[src/rtl/opm_pkg.sv]
package opm_pkg;
  localparam int unsigned SEL_W = 3;

  typedef enum logic [SEL_W-1:0] {
    SEL_INVAL   = 3'd0,
    SEL_PTR_RST = 3'd1,
    SEL_PURGE   = 3'd2,
    SEL_MASK    = 3'd3,
    SEL_ADDR    = 3'd4
  } csr_sel_e;

  typedef enum logic [1:0] {
    W_IDLE,
    W_SCAN,
    W_WB
  } walk_e;
endpackage

[src/rtl/opm_walker.sv]
module opm_walker
  import opm_pkg::*;
#(
  parameter int unsigned N_USER = 28,
  localparam int unsigned PTR_W = $clog2(N_USER)
) (
  input  logic              clk_i,
  input  logic              rst_ni,
  input  logic              purge_i,
  input  logic              ptr_rst_i,
  input  logic              step_i,
  input  logic [N_USER-1:0] used_i,
  input  logic [N_USER-1:0] alt_i,
  input  logic              wb_ack_i,
  output logic [PTR_W-1:0]  ptr_o,
  output logic              busy_o,
  output logic              wb_req_o,
  output logic              done_o
);
  localparam logic [PTR_W-1:0] LAST = PTR_W'(N_USER - 1);

  walk_e            state_q, state_d;
  logic [PTR_W-1:0] ptr_q, ptr_d, ptr_inc;
  logic             done;

  assign ptr_inc = (ptr_q == LAST) ? '0 : ptr_q + 1'b1;

  always_comb begin
    state_d = state_q;
    ptr_d   = ptr_q;
    done    = 1'b0;
    unique case (state_q)
      W_IDLE: begin
        if (purge_i) begin
          state_d = W_SCAN;
          ptr_d   = '0;
        end else if (ptr_rst_i) begin
          ptr_d = '0;
        end else if (step_i) begin
          ptr_d = ptr_inc;
        end
      end
      W_SCAN: begin
        // altered lines need a writeback before they can be dropped
        if (used_i[ptr_q] && alt_i[ptr_q]) state_d = W_WB;
        else done = 1'b1;
      end
      W_WB: done = wb_ack_i;
      default: state_d = W_IDLE;
    endcase
    if (done) begin
      ptr_d   = ptr_inc;
      state_d = (ptr_q == LAST) ? W_IDLE : W_SCAN;
    end
  end

  always_ff @(posedge clk_i or negedge rst_ni) begin
    if (!rst_ni) begin
      state_q <= W_IDLE;
      ptr_q   <= '0;
    end else begin
      state_q <= state_d;
      ptr_q   <= ptr_d;
    end
  end

  assign ptr_o    = ptr_q;
  assign busy_o   = (state_q != W_IDLE);
  assign wb_req_o = (state_q == W_WB);
  assign done_o   = done;
endmodule

[src/rtl/opm_search.sv]
module opm_search #(
  parameter int unsigned N_USER = 28,
  parameter int unsigned TAG_W  = 19
) (
  input  logic                     clk_i,
  input  logic                     rst_ni,
  input  logic                     mask_we_i,
  input  logic                     addr_we_i,
  input  logic [TAG_W-1:0]         data_i,
  input  logic [N_USER*TAG_W-1:0]  tags_i,
  input  logic [N_USER-1:0]        used_i,
  output logic                     mute_o,
  output logic                     flag_o
);
  logic [TAG_W-1:0]  mask_q, addr_q;
  logic              pend_q, flag_q;
  logic [N_USER-1:0] hit;

  for (genvar g = 0; g < N_USER; g++) begin : g_cmp
    // mask bit set = tag bit is don't-care
    assign hit[g] = used_i[g] &
                    ~|((tags_i[g*TAG_W +: TAG_W] ^ addr_q) & ~mask_q);
  end

  always_ff @(posedge clk_i or negedge rst_ni) begin
    if (!rst_ni) begin
      mask_q <= '0;
      addr_q <= '0;
      pend_q <= 1'b0;
      flag_q <= 1'b0;
    end else begin
      if (mask_we_i) mask_q <= data_i;
      if (addr_we_i) addr_q <= data_i;
      pend_q <= addr_we_i;
      if (pend_q) flag_q <= |hit;
    end
  end

  assign mute_o = pend_q;
  assign flag_o = flag_q;
endmodule

[src/rtl/opm_clrgen.sv]
module opm_clrgen #(
  parameter int unsigned N_USER  = 28,
  parameter int unsigned N_LINES = 32,
  localparam int unsigned PTR_W  = $clog2(N_USER)
) (
  input  logic               clk_i,
  input  logic               rst_ni,
  input  logic               inval_i,
  input  logic               done_i,
  input  logic [PTR_W-1:0]   done_idx_i,
  output logic [N_LINES-1:0] clr_o
);
  logic [N_USER-1:0] clr_d, clr_q;

  for (genvar g = 0; g < N_USER; g++) begin : g_line
    assign clr_d[g] = inval_i | (done_i && (done_idx_i == PTR_W'(g)));
  end

  always_ff @(posedge clk_i or negedge rst_ni) begin
    if (!rst_ni) clr_q <= '0;
    else         clr_q <= clr_d;
  end

  // reserved lines sit above the user lines and are never strobed
  assign clr_o = N_LINES'(clr_q);
endmodule

[src/rtl/opstore_maint.sv]
module opstore_maint
  import opm_pkg::*;
#(
  parameter int unsigned N_USER = 28,
  parameter int unsigned N_RSVD = 4,
  parameter int unsigned TAG_W  = 19,
  parameter int unsigned VAL_W  = 64,
  localparam int unsigned N_LINES = N_USER + N_RSVD,
  localparam int unsigned IDX_W   = $clog2(N_LINES),
  localparam int unsigned PTR_W   = $clog2(N_USER)
) (
  input  logic                    clk_i,
  input  logic                    rst_ni,
  input  logic                    csr_we_i,
  input  logic [SEL_W-1:0]        csr_sel_i,
  input  logic [TAG_W-1:0]        csr_data_i,
  input  logic                    ptr_step_i,
  input  logic [N_USER*TAG_W-1:0] line_tag_i,
  input  logic [N_USER-1:0]       line_used_i,
  input  logic [N_USER-1:0]       line_alt_i,
  output logic [IDX_W-1:0]        rd_idx_o,
  input  logic [VAL_W-1:0]        rd_value_i,
  output logic                    wb_req_o,
  input  logic                    wb_ack_i,
  output logic [TAG_W-1:0]        wb_addr_o,
  output logic [VAL_W-1:0]        wb_data_o,
  output logic [N_LINES-1:0]      clr_o,
  output logic [N_USER-1:0]       ptr_o,
  output logic                    busy_o,
  output logic                    srch_mute_o,
  output logic                    test_flag_o
);
  logic             busy, acc, done;
  logic             cmd_inval, cmd_ptr_rst, cmd_purge, cmd_mask, cmd_addr;
  logic [PTR_W-1:0] ptr_q;
  logic [TAG_W-1:0] tag_a [N_USER];

  assign acc         = csr_we_i & ~busy;
  assign cmd_inval   = acc & (csr_sel_i == SEL_INVAL);
  assign cmd_ptr_rst = acc & (csr_sel_i == SEL_PTR_RST);
  assign cmd_purge   = acc & (csr_sel_i == SEL_PURGE);
  assign cmd_mask    = acc & (csr_sel_i == SEL_MASK);
  assign cmd_addr    = acc & (csr_sel_i == SEL_ADDR);

  opm_walker #(.N_USER(N_USER)) u_walker (
    .clk_i     (clk_i),
    .rst_ni    (rst_ni),
    .purge_i   (cmd_purge),
    .ptr_rst_i (cmd_ptr_rst),
    .step_i    (ptr_step_i),
    .used_i    (line_used_i),
    .alt_i     (line_alt_i),
    .wb_ack_i  (wb_ack_i),
    .ptr_o     (ptr_q),
    .busy_o    (busy),
    .wb_req_o  (wb_req_o),
    .done_o    (done)
  );

  opm_search #(.N_USER(N_USER), .TAG_W(TAG_W)) u_search (
    .clk_i     (clk_i),
    .rst_ni    (rst_ni),
    .mask_we_i (cmd_mask),
    .addr_we_i (cmd_addr),
    .data_i    (csr_data_i),
    .tags_i    (line_tag_i),
    .used_i    (line_used_i),
    .mute_o    (srch_mute_o),
    .flag_o    (test_flag_o)
  );

  opm_clrgen #(.N_USER(N_USER), .N_LINES(N_LINES)) u_clrgen (
    .clk_i      (clk_i),
    .rst_ni     (rst_ni),
    .inval_i    (cmd_inval),
    .done_i     (done),
    .done_idx_i (ptr_q),
    .clr_o      (clr_o)
  );

  for (genvar g = 0; g < N_USER; g++) begin : g_line
    assign tag_a[g] = line_tag_i[g*TAG_W +: TAG_W];
    assign ptr_o[g] = (ptr_q == PTR_W'(g));
  end

  assign rd_idx_o  = IDX_W'(ptr_q);
  assign wb_addr_o = tag_a[ptr_q];
  assign wb_data_o = rd_value_i;
  assign busy_o    = busy;
endmodule

[config.mk]
export PLATFORM = sky130hd
export DESIGN_NAME = opstore_maint
export DESIGN_NICKNAME = d
export VERILOG_FILES = /design/src/rtl/opm_pkg.sv /design/src/rtl/opm_walker.sv /design/src/rtl/opm_search.sv /design/src/rtl/opm_clrgen.sv /design/src/rtl/opstore_maint.sv
export SDC_FILE = /design/constraint.sdc
export NUM_CORES = 1
export LEC_CHECK = 0
export BUFFER_PORTS_ARGS = -buffer_cell sky130_fd_sc_hd__buf_2
export CAP_MARGIN = 5
export CORE_AREA = 2 2 326 328
export CTS_CLUSTER_DIAMETER = 40
export CTS_CLUSTER_SIZE = 28
export DETAILED_ROUTE_END_ITERATION = 8
export DIE_AREA = 0 0 328 330
export PLACE_DENSITY_LB_ADDON = 0.3
export SLEW_MARGIN = 25
export SYNTH_ARGS = -nofsm -noshare
export SYNTH_HDL_FRONTEND = slang
export SYNTH_HIERARCHICAL = 1
export SYNTH_SLANG_ARGS = --single-unit
[constraint.sdc]
create_clock -name clk_i -period 4.4 [get_ports clk_i]
set_input_delay 0.22 -clock clk_i [delete_from_list [all_inputs] [get_ports clk_i]]
set_output_delay 0.22 -clock clk_i [all_outputs]
set_load 0.02 [all_outputs]
# Word level (Yosys, flattened, before mapping)
# Cells that the tools add are included.
dict set report word_totals {
  ff_bits 75
  input_bits 679
  out_inout_bits 152
  wordCells 281
}
dict set report op_classes {
  addsub 1
  n_lt_le_gt_ge 2
  n_eq_ne 36
  muxes 20
  bitwise 121
  n_reduce_logical 94
}
# cell n
set ops {}
lappend ops {{19-bit bitwise AND} 28}
lappend ops {{19-bit OR reduction} 28}
lappend ops {{19-bit bitwise XOR} 28}
lappend ops {{19-bit binary-select mux with 5-bit select} 1}
lappend ops {{5-bit equality test, second input constant} 12}
lappend ops {{5-bit by 4-bit equality test with 1-bit output, second input constant} 8}
lappend ops {{19-bit 2-to-1 mux} 2}
lappend ops {{1-bit bitwise AND} 34}
lappend ops {{5-bit 2-to-1 mux} 6}
lappend ops {{1-bit logical AND} 29}
lappend ops {{1-bit zero test} 28}
lappend ops {{1-bit bitwise OR} 28}
lappend ops {{28-bit OR reduction} 1}
lappend ops {{5-bit by 3-bit equality test with 1-bit output, second input constant} 4}
lappend ops {{19-bit inverter} 1}
lappend ops {{1-bit binary-select mux with 5-bit select} 2}
lappend ops {{5-bit by 2-bit equality test with 1-bit output, second input constant} 2}
lappend ops {{3-bit by 2-bit equality test with 1-bit output, second input constant} 2}
lappend ops {{6-bit greater-or-equal comparator, second input constant} 1}
lappend ops {{5-bit by 6-bit < comparator with 1-bit output, second input constant} 1}
lappend ops {{2-bit 2-to-1 mux} 3}
lappend ops {{5-bit inverter with 6-bit output} 1}
lappend ops {{2-bit case mux with 3 select lines} 1}
lappend ops {{5-bit by 1-bit adder with 5-bit output, second input constant} 1}
lappend ops {{other kinds (18)} 22}

# Logic depth before layout (Yosys ltp)
# Gate-level depths: netlist (run 1).
dict set report depth {
  ltp_word 8
  depth_mapped 10
  ltp_nobuf 10
}

# By module
# The synthesis (run 1) kept the hierarchy.
# module instances cells_each area_per_inst_um2 seq_area_each_um2
set by_module_without_submodules {}
lappend by_module_without_submodules {opm_search 1 1141 9200.1 1001.0}
lappend by_module_without_submodules {opstore_maint 1 456 5011.1 0.0}
lappend by_module_without_submodules {opm_clrgen 1 80 1094.8 700.7}
lappend by_module_without_submodules {opm_walker 1 109 867.1 175.2}

# Least setup slack after synthesis (run 1)
# Ideal clock, no wire load.
dict set report synth_timing {
  path_type {reg2reg}
  from {reg u_walker.ptr_q[2] (netlist: u_walker/ptr_o[2])}
  to {reg u_clrgen.clr_q[3]}
  setup_time_ns 0.066
  arrival_time_ns 2.502
  t_required_ns 4.334
  path_slack_ns 1.832
  path_stages_with_launch 9
  n_path_buf 0
  period_less_slack_ns 2.568
  path_cell_list {dfrtp_1 or2b_2 a211oi_1 or4_1 nor3_1 o31ai_2 inv_1 nor4b_2 a31o_1}
}
dict set report synth_between {
  elab_chain_len 7
  word_cells_on_any_way 10
  cone_classes {eq/ne (1); mux (6); bitwise (1); reduce/logical (2)}
}
# element line_no
set synth_rtl {}
lappend synth_rtl {{start: declaration} opm_walker.sv:23} ;# logic [PTR_W-1:0] ptr_q, ptr_d, ptr_inc;
lappend synth_rtl {{start signal: assignment} opm_walker.sv:63} ;# ptr_q <= ptr_d;
lappend synth_rtl {{1-bit binary-select mux with 5-bit select} opm_walker.sv:45} ;# if (used_i[ptr_q] && alt_i[ptr_q]) state_d = W_WB;
lappend synth_rtl {{1-bit 2-to-1 mux (implied by the code)} opm_walker.sv:45}
lappend synth_rtl {{1-bit logical AND *} opm_walker.sv:45}
lappend synth_rtl {{1-bit 2-to-1 mux *} opm_walker.sv:45}
lappend synth_rtl {{1-bit case mux with 2 select lines *} opm_walker.sv:32} ;# unique case (state_q)
lappend synth_rtl {{via done} opstore_maint.sv:33} ;# logic busy, acc, done;
lappend synth_rtl {{1-bit logical AND *} opm_clrgen.sv:16} ;# assign clr_d[g] = inval_i | (done_i && (done_idx_i == PTR_W'(g)));
lappend synth_rtl {{1-bit bitwise OR *} opm_clrgen.sv:16}
lappend synth_rtl {{via u_clrgen.clr_d[3]} opm_clrgen.sv:13} ;# logic [N_USER-1:0] clr_d, clr_q;
lappend synth_rtl {{end signal: assignment} opm_clrgen.sv:21} ;# else clr_q <= clr_d;
lappend synth_rtl {{end: declaration} opm_clrgen.sv:13}
# Mark *: on every way through the listed nets, which the timed path passes. The rest lies on a longest branch. The select of a mux whose other input is x is not followed.
# A chain may end at the register's enable or synchronous reset.

# Worst setup path after layout (run 1)
dict set report layout_timing {
  from {reg u_walker.ptr_q[1] (netlist: u_walker/ptr_o[1])}
  to {out wb_addr_o[17]}
}
dict set report layout_between {
  elab_chain_len 4
}
# element line_no
set layout_rtl {}
lappend layout_rtl {{5-bit inverter with 6-bit output (implied by the code)} opstore_maint.sv:87} ;# assign wb_addr_o = tag_a[ptr_q];
lappend layout_rtl {{19-bit binary-select mux with 5-bit select} opstore_maint.sv:87}
lappend layout_rtl {{19-bit 2-to-1 mux (implied by the code) (2 in series)} opstore_maint.sv:87}
lappend layout_rtl {{end: declaration} opstore_maint.sv:25} ;# output logic [TAG_W-1:0] wb_addr_o,
# Every way passes these cells. The select of a mux whose other input is x is not followed.

==> flow_summary.yaml, run 1 <==
synth:
  yosysMostFrequentCell: "xnor2_1"
  syn_area_um2: 16200
  avgSynthCellArea_um2: 9.06
  synth_cell_types: 66
  ys_async_sr_fraction_pct: 100
  synth_edf_count: 0
  syn_inst: 1786
  yosys.area.top_type_share_pct: 28.8
  yosys_register_bits: 75
  synth_common_cells: "xnor2_1, o22ai_1, buf_4"
  synth-seq-area-share_pct: 11.6
  yosys-top-cells-area: "xnor2_1, mux4_2, dfrtp_1"
  post-synth-top-area-cell: "xnor2_1"
  synth_ff_type: "dfrtp_1"
  ys_warn_count: 6
timing:
  slew_violations: 0
  max_freq_mhz: 265
  relSlewSlack_pct: 27.1
  fin_setup_tns_ns: 0
  finalCritPeriodShare_pct: 85.7
  fin_crit_ns: 3.77
  tightestPinTransition_ns: 1.09
  rsz0062_at_grt: "false"
  setup-violations-final: 0
  hold_viol: 0
  fin_skew_ns: 0.0171
  finalWorstSetupSlack_ns: 0.629
hold_path:
  hp-start: "csr_data_i[0]"
  hp-class: "in -> reg"
  holdPathStages: 2
placement:
  portBuffers: 698
  place.gp.congestion: 1.01
  hpwl_mm: 126
  pre_cts_slack_ns: 1.01
routing:
  num_vias: 19100
  drc_errors: 0
  drt-wirelength-per-cell_um: 39.0
  drt_pass1_iterations: 5
  ant_nets: 0
  wl_mm: 147
  via_per_inst: 5.07
  initialDrtViolationCount: 2402
finish:
  nFillCells: 11900
  layout-drive-gt1-share_pct: 42.7
  synthToLayoutAreaGrowth_pct: 29.6
  layout.nets: 3023
run_status:
  status: "complete, no violations"
critical_path:
  worst_setup_path_start_kind: "flop"
  r2r-start: "u_walker/ptr_o[1]"
  path_class: "reg -> out"
  cp_max_fo: 57
  critPathArrivalTime_ns: 3.55
  critPathBufInv: 3
  critPathTopFamily: "flip-flops"
  reg2reg_depth: 7
  max_stage_delay_ns: 0.90
  timing.reg2reg.setup_slack_ns: 1.06
  endpoint_kind: "primary output"
  startpoint: "u_walker/ptr_o[1]"
  cp_data_required_time_ns: 4.18
  crit_chain: "buf_12 > mux4_2 > mux2i_1 > buf_4 > o211a_1 > a21oi_1 > buf_2"
  cp.depth: 7
  critPathSlowestCell: "dfrtp_4"
pwr:
  leakagePower_nw: 7.97
  p_total_mw: 16.3
  p_per_area_nw_per_um2: 777
  vdd_ir_drop_max_v: 0.000290
clock_network:
  numCtsBuffers: 9
  cts_tree: "yes"
  cts.clk_slew.worst_paths_ns: 0.08
  cts_sinks: 75
  post_cts_resized: 0
  cts_root_buf: "clkbuf_16"
  htreeDepth: 3
  clk_path_buf_depth: 2
  worstSkewPairLatency_ns: 0.37
die:
  initial_utilization_pct: 15.5
  core-area_um2: 105000
  io_pins: 831
  die_area_um2: 108000
  die_w_um: 328
  std_cell_rows: 119
  die_height_um: 330
global_routing:
  grt_util_all_layers_pct: 26.0
  antenna_found_initial: 124
  grt_start_max_net_pins: 67
  grt_pass1_wl_mm: 187
  grt_pass1_vias: 18700
  overflow: 0
job:
  maxCapViolations: 0
## final timing paths
kind | end
worst max-delay path | wb_addr_o[17]
min in group asynchronous | u_clrgen/clr_q[17]
worst max register to register | u_walker/ptr_o[2]
worst min register to register | u_search/mask_q[3]
max in group asynchronous | u_search/addr_q[12]
worst min-delay path | u_search/addr_q[0]
## timing repair
action                    4_1_cts  5_1_grt
buffers inserted                0        0
hold endpoints to repair       34        0
hold buffers                    1        0
## state kept, by name, indices dropped and copies added (netlist names)
signal and cells:
u_search/flag_o 1, u_walker/ptr_o 5, u_walker/state_q 2, u_search/mask_q 19, u_clrgen/clr_q 28, u_search/mute_o 1
u_search/addr_q 19
## kinds of logic (layout without fill, tap and decap cells)
group	Yosys count	count (layout)	share of synthesized area [%]
xor gates and xnor gates	532	532	28.9
AOI/OAI and AO/OA	436	436	17.7
and+or+nand+nor	271	271	8.66
other	1	41	0.0232
muxes	214	214	22.7
DFF	75	75	11.6
buffers and inverters	253	809	10.1
adders and majority gates	4	4	0.309
## per-stage QoR
step | std cells | util [%] | cell area, µm² | hold WS, ns
final | 3773 | 20.0 | 21000 | 0.106
after global routing | 3752 | 20.0 | 20900 | 0.0937
after CTS | 3736 | 19.9 | 20900 | 0.0819
after detailed placement | 3719 | 19.6 | 20600 | 0.207
after global placement | 3719 | 19.6 | 20600 | 0.211
after floorplan | 1789 | - | 16200 | -0.0756
## layout by cell type (no fill, tap or decap), drive strengths merged, types with 3 or more instances in the layout
cell type,netlist,layout
a211oi,23,23
a21o,13,13
a21oi,23,23
a22oi,20,20
a31o,5,5
and4bb,3,3
buf,209,785
clkbuf,37,9
conb,1,4
dfrtp,75,75
diode,0,37
ha,4,4
inv,7,12
mux2,39,39
mux2i,57,57
mux4,118,118
nand2,47,47
nand2b,6,6
nand3,26,26
nand3b,7,7
nand4,17,17
nand4b,3,3
nor2,82,82
nor2b,6,6
nor3,11,11
nor4,41,41
o211a,19,19
o21ai,34,34
o21bai,12,12
o22ai,273,273
o311ai,3,3
or2,3,3
or3,4,4
or4,6,6
xnor2,532,532
## cell type report
cell class | count | area (µm²) | area share (%)
Antenna cell | 37 | 92.6 | 0.442
Multi-Input combinational cell | 1461 | 12700 | 60.5
Sequential cell | 75 | 1910 | 9.14
Timing Repair Buffer | 786 | 4210 | 20.1
Tap cell | 1391 | 1740 | 8.31
Inverter | 7 | 26.3 | 0.125
Clock buffer | 9 | 225 | 1.07
Clock inverter | 7 | 67.6 | 0.322
## power by group
| part | leakage [nW] | internal [mW] | switching, mW |
|---|---|---|---|
| Clock | 0.143 | 0.400 | 0.381 |
| Combinational | 6.89 | 5.20 | 7.90 |
| Sequential | 0.933 | 0.917 | 1.50 |
| Total | 7.97 | 6.51 | 9.77 |
## routing by layer
layer	part of all wire, %	wire, µm	up-vias	global-route usage, %
li1	-	-	7745	-
met1	39	57900	9404	32.2
met2	43	63500	1453	39.9
met3	12	17300	406	10.1
met4	5.3	7740	116	11.2
met5	0.50	738	-	0
(Power assumes the default switching activity.)
==> inputs of run 2 (changes only) <==
--- a/config.mk
+++ b/config.mk
@@ -5,14 +5,15 @@
 export SDC_FILE = /design/constraint.sdc
 export NUM_CORES = 1
 export LEC_CHECK = 0
-export BUFFER_PORTS_ARGS = -buffer_cell sky130_fd_sc_hd__buf_2
 export CAP_MARGIN = 5
 export CORE_AREA = 2 2 326 328
 export CTS_CLUSTER_DIAMETER = 40
 export CTS_CLUSTER_SIZE = 28
 export DETAILED_ROUTE_END_ITERATION = 8
 export DIE_AREA = 0 0 328 330
+export DONT_BUFFER_PORTS = 1
 export PLACE_DENSITY_LB_ADDON = 0.3
+export RECOVER_POWER = 25
 export SLEW_MARGIN = 25
 export SYNTH_ARGS = -nofsm -noshare
 export SYNTH_HDL_FRONTEND = slang
==> run 2 against run 1 <==
The flow now finishes with violations (capacitance limit, slew limit). Combinational power down 6%. Setup slack worse by 0.0057 ns. Design area down 15%.
==> flow_summary.yaml, run 2 (synthesized netlist as in run 1, its figures left out) <==
clock_network:
  cts_root_buf: "clkbuf_16"
  numCtsBuffers: 9
  clk_path_buf_depth: 2
  post_cts_resized: 0
  htreeDepth: 3
  worstSkewPairLatency_ns: 0.38
  holdBufCountCts: 21
  cts.clk_slew.worst_paths_ns: 0.07
  cts_sinks: 75
  cts_tree: "yes"
  cts_setup_buffers: 0
finish:
  post-route-cell-area_um2: 17800
  fin_util_pct: 17.0
  largest_register_ffs: 28
  top_register: "u_clrgen/clr_q"
  top_regs: "u_clrgen/clr_q: 28 flops, u_search/addr_q: 19 flops, u_search/mask_q: 19 flops"
  layout.nets: 2369
  final_cell_count_no_fill: 3097
  layout-drive-gt1-share_pct: 19.5
  final_common_cell: "xnor2_1"
  layout_common_cells: "xnor2_1, o22ai_1, mux4_2"
  synthToLayoutAreaGrowth_pct: 9.95
routing:
  drt_pass1_iterations: 5
  drc_errors: 0
  drt-wirelength-per-cell_um: 46.3
  via_per_inst: 5.27
  ant_nets: 0
  num_vias: 16300
  wl_mm: 143
  initialDrtViolationCount: 2071
global_routing:
  grt_pass1_wl_mm: 180
  antenna_found_initial: 31
  grt_start_max_net_pins: 76
  grt_util_all_layers_pct: 25.3
  grt_pass1_vias: 16200
  overflow: 0
hold_path:
  hp-class: "in -> reg"
  holdPathStages: 1
timing:
  finalWorstSetupSlack_ns: 0.623
  fin_crit_ns: 3.78
  relSlewSlack_pct: -46.4
  slew_violations: 76
  fin_skew_ns: 0.0185
  setup-violations-final: 0
  hold_viol: 0
  fin_setup_tns_ns: 0
  holdWs_ns: 0.0203
  max_freq_mhz: 265
  rsz0062_at_grt: "false"
  finalCritPeriodShare_pct: 85.8
  tightestPinTransition_ns: 2.20
die:
  io_pins: 831
  die_area_um2: 108000
  std_cell_rows: 119
  initial_utilization_pct: 15.5
  die_w_um: 328
  die_height_um: 330
  core-area_um2: 105000
placement:
  portBuffers: 0
  pre_cts_slack_ns: 1.01
  place.gp.congestion: 0.986
  placed_cell_area_um2: 17200
  dp_cells: 3045
  hpwl_mm: 123
pwr:
  p_per_area_nw_per_um2: 894
  leakagePower_nw: 5.32
  vdd_ir_drop_max_v: 0.000328
  p_total_mw: 15.9
run_status:
  violations: "capacitance limit, slew limit"
  status: "finished with violations"
critical_path:
  endpoint_kind: "primary output"
  worst_setup_path_start_kind: "flop"
  critPathArrivalTime_ns: 3.56
  reg2reg_depth: 9
  cp_max_fo: 29
  cp_data_required_time_ns: 4.18
  path_class: "reg -> out"
job:
  maxCapViolations: 1
[run 2: cell count changes in the layout (fill, tap and decap cells not counted), sizes merged]
| cell | delta |
|---|---|
| dlygate4sd3 | +19 |
| clkinv | +1 |
| buf | -674 |
| diode | -22 |
| inv | -1 |
| clkbuf | +1 |
[run 2: cell type report]
cell class              count  area, µm²
diodes                     15       37.5
clock buffers               9        225
clock inverters             7       70.1
fillers                 11800      86900
inverters                   7       26.3
multi-input cells        1461      12700
flip-flops and latches     75       1920
well taps                1391       1740
repair buffers            132       1090
[run 2: layer usage]
layer / vias up / part of all wire, % / GRT usage, %
met5: - / 0.15 / 0
li1: 6400 / - / -
met2: 1416 / 43 / 38.6
met4: 30 / 3.7 / 8.36
met3: 241 / 18 / 16.6
met1: 8240 / 35 / 28.5
[run 2: report_power, final]
| group | internal, mW | switching [mW] | total (mW) | leakage, nW |
|---|---|---|---|---|
| clock network | 0.400 | 0.402 | 0.802 | 0.142 |
| registers | 0.912 | 1.92 | 2.83 | 0.930 |
| logic | 5.07 | 7.20 | 12.3 | 4.25 |
| total | 6.38 | 9.53 | 15.9 | 5.32 |
[run 2: worst paths after layout]
check                                           end                from  slack, ns
min in group asynchronous        u_clrgen/clr_q[16]              rst_ni       1.06
worst max-delay path                   wb_addr_o[3]   u_walker/ptr_o[0]       0.62
max in group asynchronous         u_walker/ptr_o[0]              rst_ni       1.76
worst max register to register    u_clrgen/clr_q[0]   u_walker/ptr_o[0]       0.96
worst min-delay path            u_search/mask_q[13]      csr_data_i[13]       0.02
worst min register to register   u_search/mask_q[6]  u_search/mask_q[6]       0.58
[run 2: critical path, stage by stage (launching register included)]
cell and delay (ns):
dfrtp_4 0.80, buf_4 0.45, mux4_2 0.54, a211oi_1 0.85
a21oi_1 0.26, buf_4 0.25
==> inputs of run 3 (changes only) <==
--- a/config.mk
+++ b/config.mk
@@ -6,11 +6,11 @@
 export NUM_CORES = 1
 export LEC_CHECK = 0
 export CAP_MARGIN = 5
-export CORE_AREA = 2 2 326 328
+export CORE_AREA = 2 2 325 327
 export CTS_CLUSTER_DIAMETER = 40
 export CTS_CLUSTER_SIZE = 28
 export DETAILED_ROUTE_END_ITERATION = 8
-export DIE_AREA = 0 0 328 330
+export DIE_AREA = 0 0 327 329
 export DONT_BUFFER_PORTS = 1
 export PLACE_DENSITY_LB_ADDON = 0.3
 export RECOVER_POWER = 25
==> run 3 against run 2 <==
The flow still finishes with violations (capacitance limit, slew limit). Global-route usage decreased by 0.098 points. Design area increased by 0.74%. Clock skew increased by 0.0046 ns. Setup slack improved by 0.052 ns. Largest power group unchanged.
==> flow_summary.yaml, run 3 (synthesized netlist as in run 1, its figures left out) <==
run_status:
  status: "finished with violations"
  violations: "capacitance limit, slew limit"
clock_network:
  cts_root_buf: "clkbuf_16"
  worstSkewPairLatency_ns: 0.37
  cts_setup_buffers: 0
  clk_path_buf_depth: 2
  cts_tree: "yes"
  post_cts_resized: 0
  holdBufCountCts: 21
  htreeDepth: 3
  numCtsBuffers: 9
  cts_sinks: 75
  cts.clk_slew.worst_paths_ns: 0.08
pwr:
  leakagePower_nw: 5.38
  p_per_area_nw_per_um2: 914
  vdd_ir_drop_max_v: 0.000322
timing:
  tightestPinTransition_ns: 2.28
  finalCritPeriodShare_pct: 84.7
  fin_setup_tns_ns: 0
  hold_viol: 0
  relSlewSlack_pct: -51.8
  max_freq_mhz: 268
  setup-violations-final: 0
  slew_violations: 76
  fin_crit_ns: 3.72
  rsz0062_at_grt: "false"
  finalWorstSetupSlack_ns: 0.675
  fin_skew_ns: 0.0231
global_routing:
  grt_pass1_wl_mm: 179
  grt_start_max_net_pins: 103
  overflow: 0
  antenna_found_initial: 18
  grt_pass1_vias: 16000
  grt_util_all_layers_pct: 25.2
finish:
  synthToLayoutAreaGrowth_pct: 10.8
  top_regs: "u_clrgen/clr_q: 28 flops, u_search/addr_q: 19 flops, u_search/mask_q: 19 flops"
  layout-drive-gt1-share_pct: 19.8
  layout.nets: 2374
  layout_common_cells: "xnor2_1, o22ai_1, mux4_2"
  final_common_cell: "xnor2_1"
  top_register: "u_clrgen/clr_q"
  largest_register_ffs: 28
  fin_util_pct: 17.2
die:
  die_w_um: 327
  initial_utilization_pct: 15.5
  die_area_um2: 108000
  core-area_um2: 104000
  io_pins: 831
  die_height_um: 329
  std_cell_rows: 119
job:
  maxCapViolations: 1
placement:
  pre_cts_slack_ns: 1.01
  portBuffers: 0
  place.gp.congestion: 0.990
  hpwl_mm: 121
critical_path:
  cp_data_required_time_ns: 4.18
  worst_setup_path_start_kind: "flop"
  critPathArrivalTime_ns: 3.50
  endpoint_kind: "primary output"
  path_class: "reg -> out"
  cp_max_fo: 102
routing:
  drc_errors: 0
  initialDrtViolationCount: 2008
  ant_nets: 0
  drt_pass1_iterations: 5
  via_per_inst: 5.26
  num_vias: 16300
  drt-wirelength-per-cell_um: 46.0
  wl_mm: 142
hold_path:
  hp-class: "in -> reg"
[run 3: layout make-up]
type	count	area, µm²
diodes	11	27.5
clock buffers	9	225
clock inverters	7	67.6
fillers	11700	86500
inverters	7	26.3
multi-input cells	1461	12700
flip-flops and latches	75	1920
well taps	1391	1740
repair buffers	137	1230
[run 3: power by group]
part	total (mW)	switching (mW)	internal, mW
Clock	0.792	0.392	0.400
Combinational	13.0	7.75	5.22
Sequential	2.61	1.69	0.917
Total	16.4	9.83	6.54
[run 3: critical path: stages (launching register included)]
cell	delay [ns]
dfrtp_4	0.77
buf_12	0.46
mux4_2	0.41
nand2_1	0.16
o211a_1	0.26
a21oi_1	0.56
buf_4	0.26
[run 3: worst paths after layout]
| path | start | to | slack (ns) | depth (start not counted) |
|---|---|---|---|---|
| setup / recovery | u_walker/ptr_o[1] | wb_addr_o[2] | 0.68 | 6 |
| hold / removal | csr_data_i[13] | u_search/mask_q[13] | 0.03 | 1 |
| setup reg to reg | u_search/addr_q[4] | u_search/flag_o | 0.94 | 8 |
| hold reg to reg | u_walker/state_q[0] | u_walker/state_q[0] | 0.62 | 2 |
| max in group asynchronous | rst_ni | u_walker/ptr_o[2] | 1.62 | 2 |
| min in group asynchronous | rst_ni | u_walker/ptr_o[3] | 1.17 | 2 |
[run 3: per-stage QoR]
stage | power [mW] | hold WS (ns) | std cells | area (µm²)
floorplan | 10.2 | -0.0756 | 1789 | 16200
finish | 16.4 | 0.0274 | 3098 | 17900
global placement | 15.3 | -0.0738 | 3050 | 17400
global route | 16.9 | 0.0168 | 3091 | 17900
CTS | 16.2 | 0.00537 | 3087 | 17900
detailed placement | 15.3 | -0.0740 | 3050 | 17400
[run 3: per-layer routing]
layer / up-vias / share of wire (%) / GRT usage (%) / wire [µm]
met5: - / 0.037 / 0 / 53
met1: 8307 / 38 / 30.7 / 53500
met3: 208 / 14 / 11.3 / 20300
li1: 6413 / - / - / -
met4: 8 / 3.2 / 7.37 / 4600
met2: 1356 / 45 / 40.0 / 64000
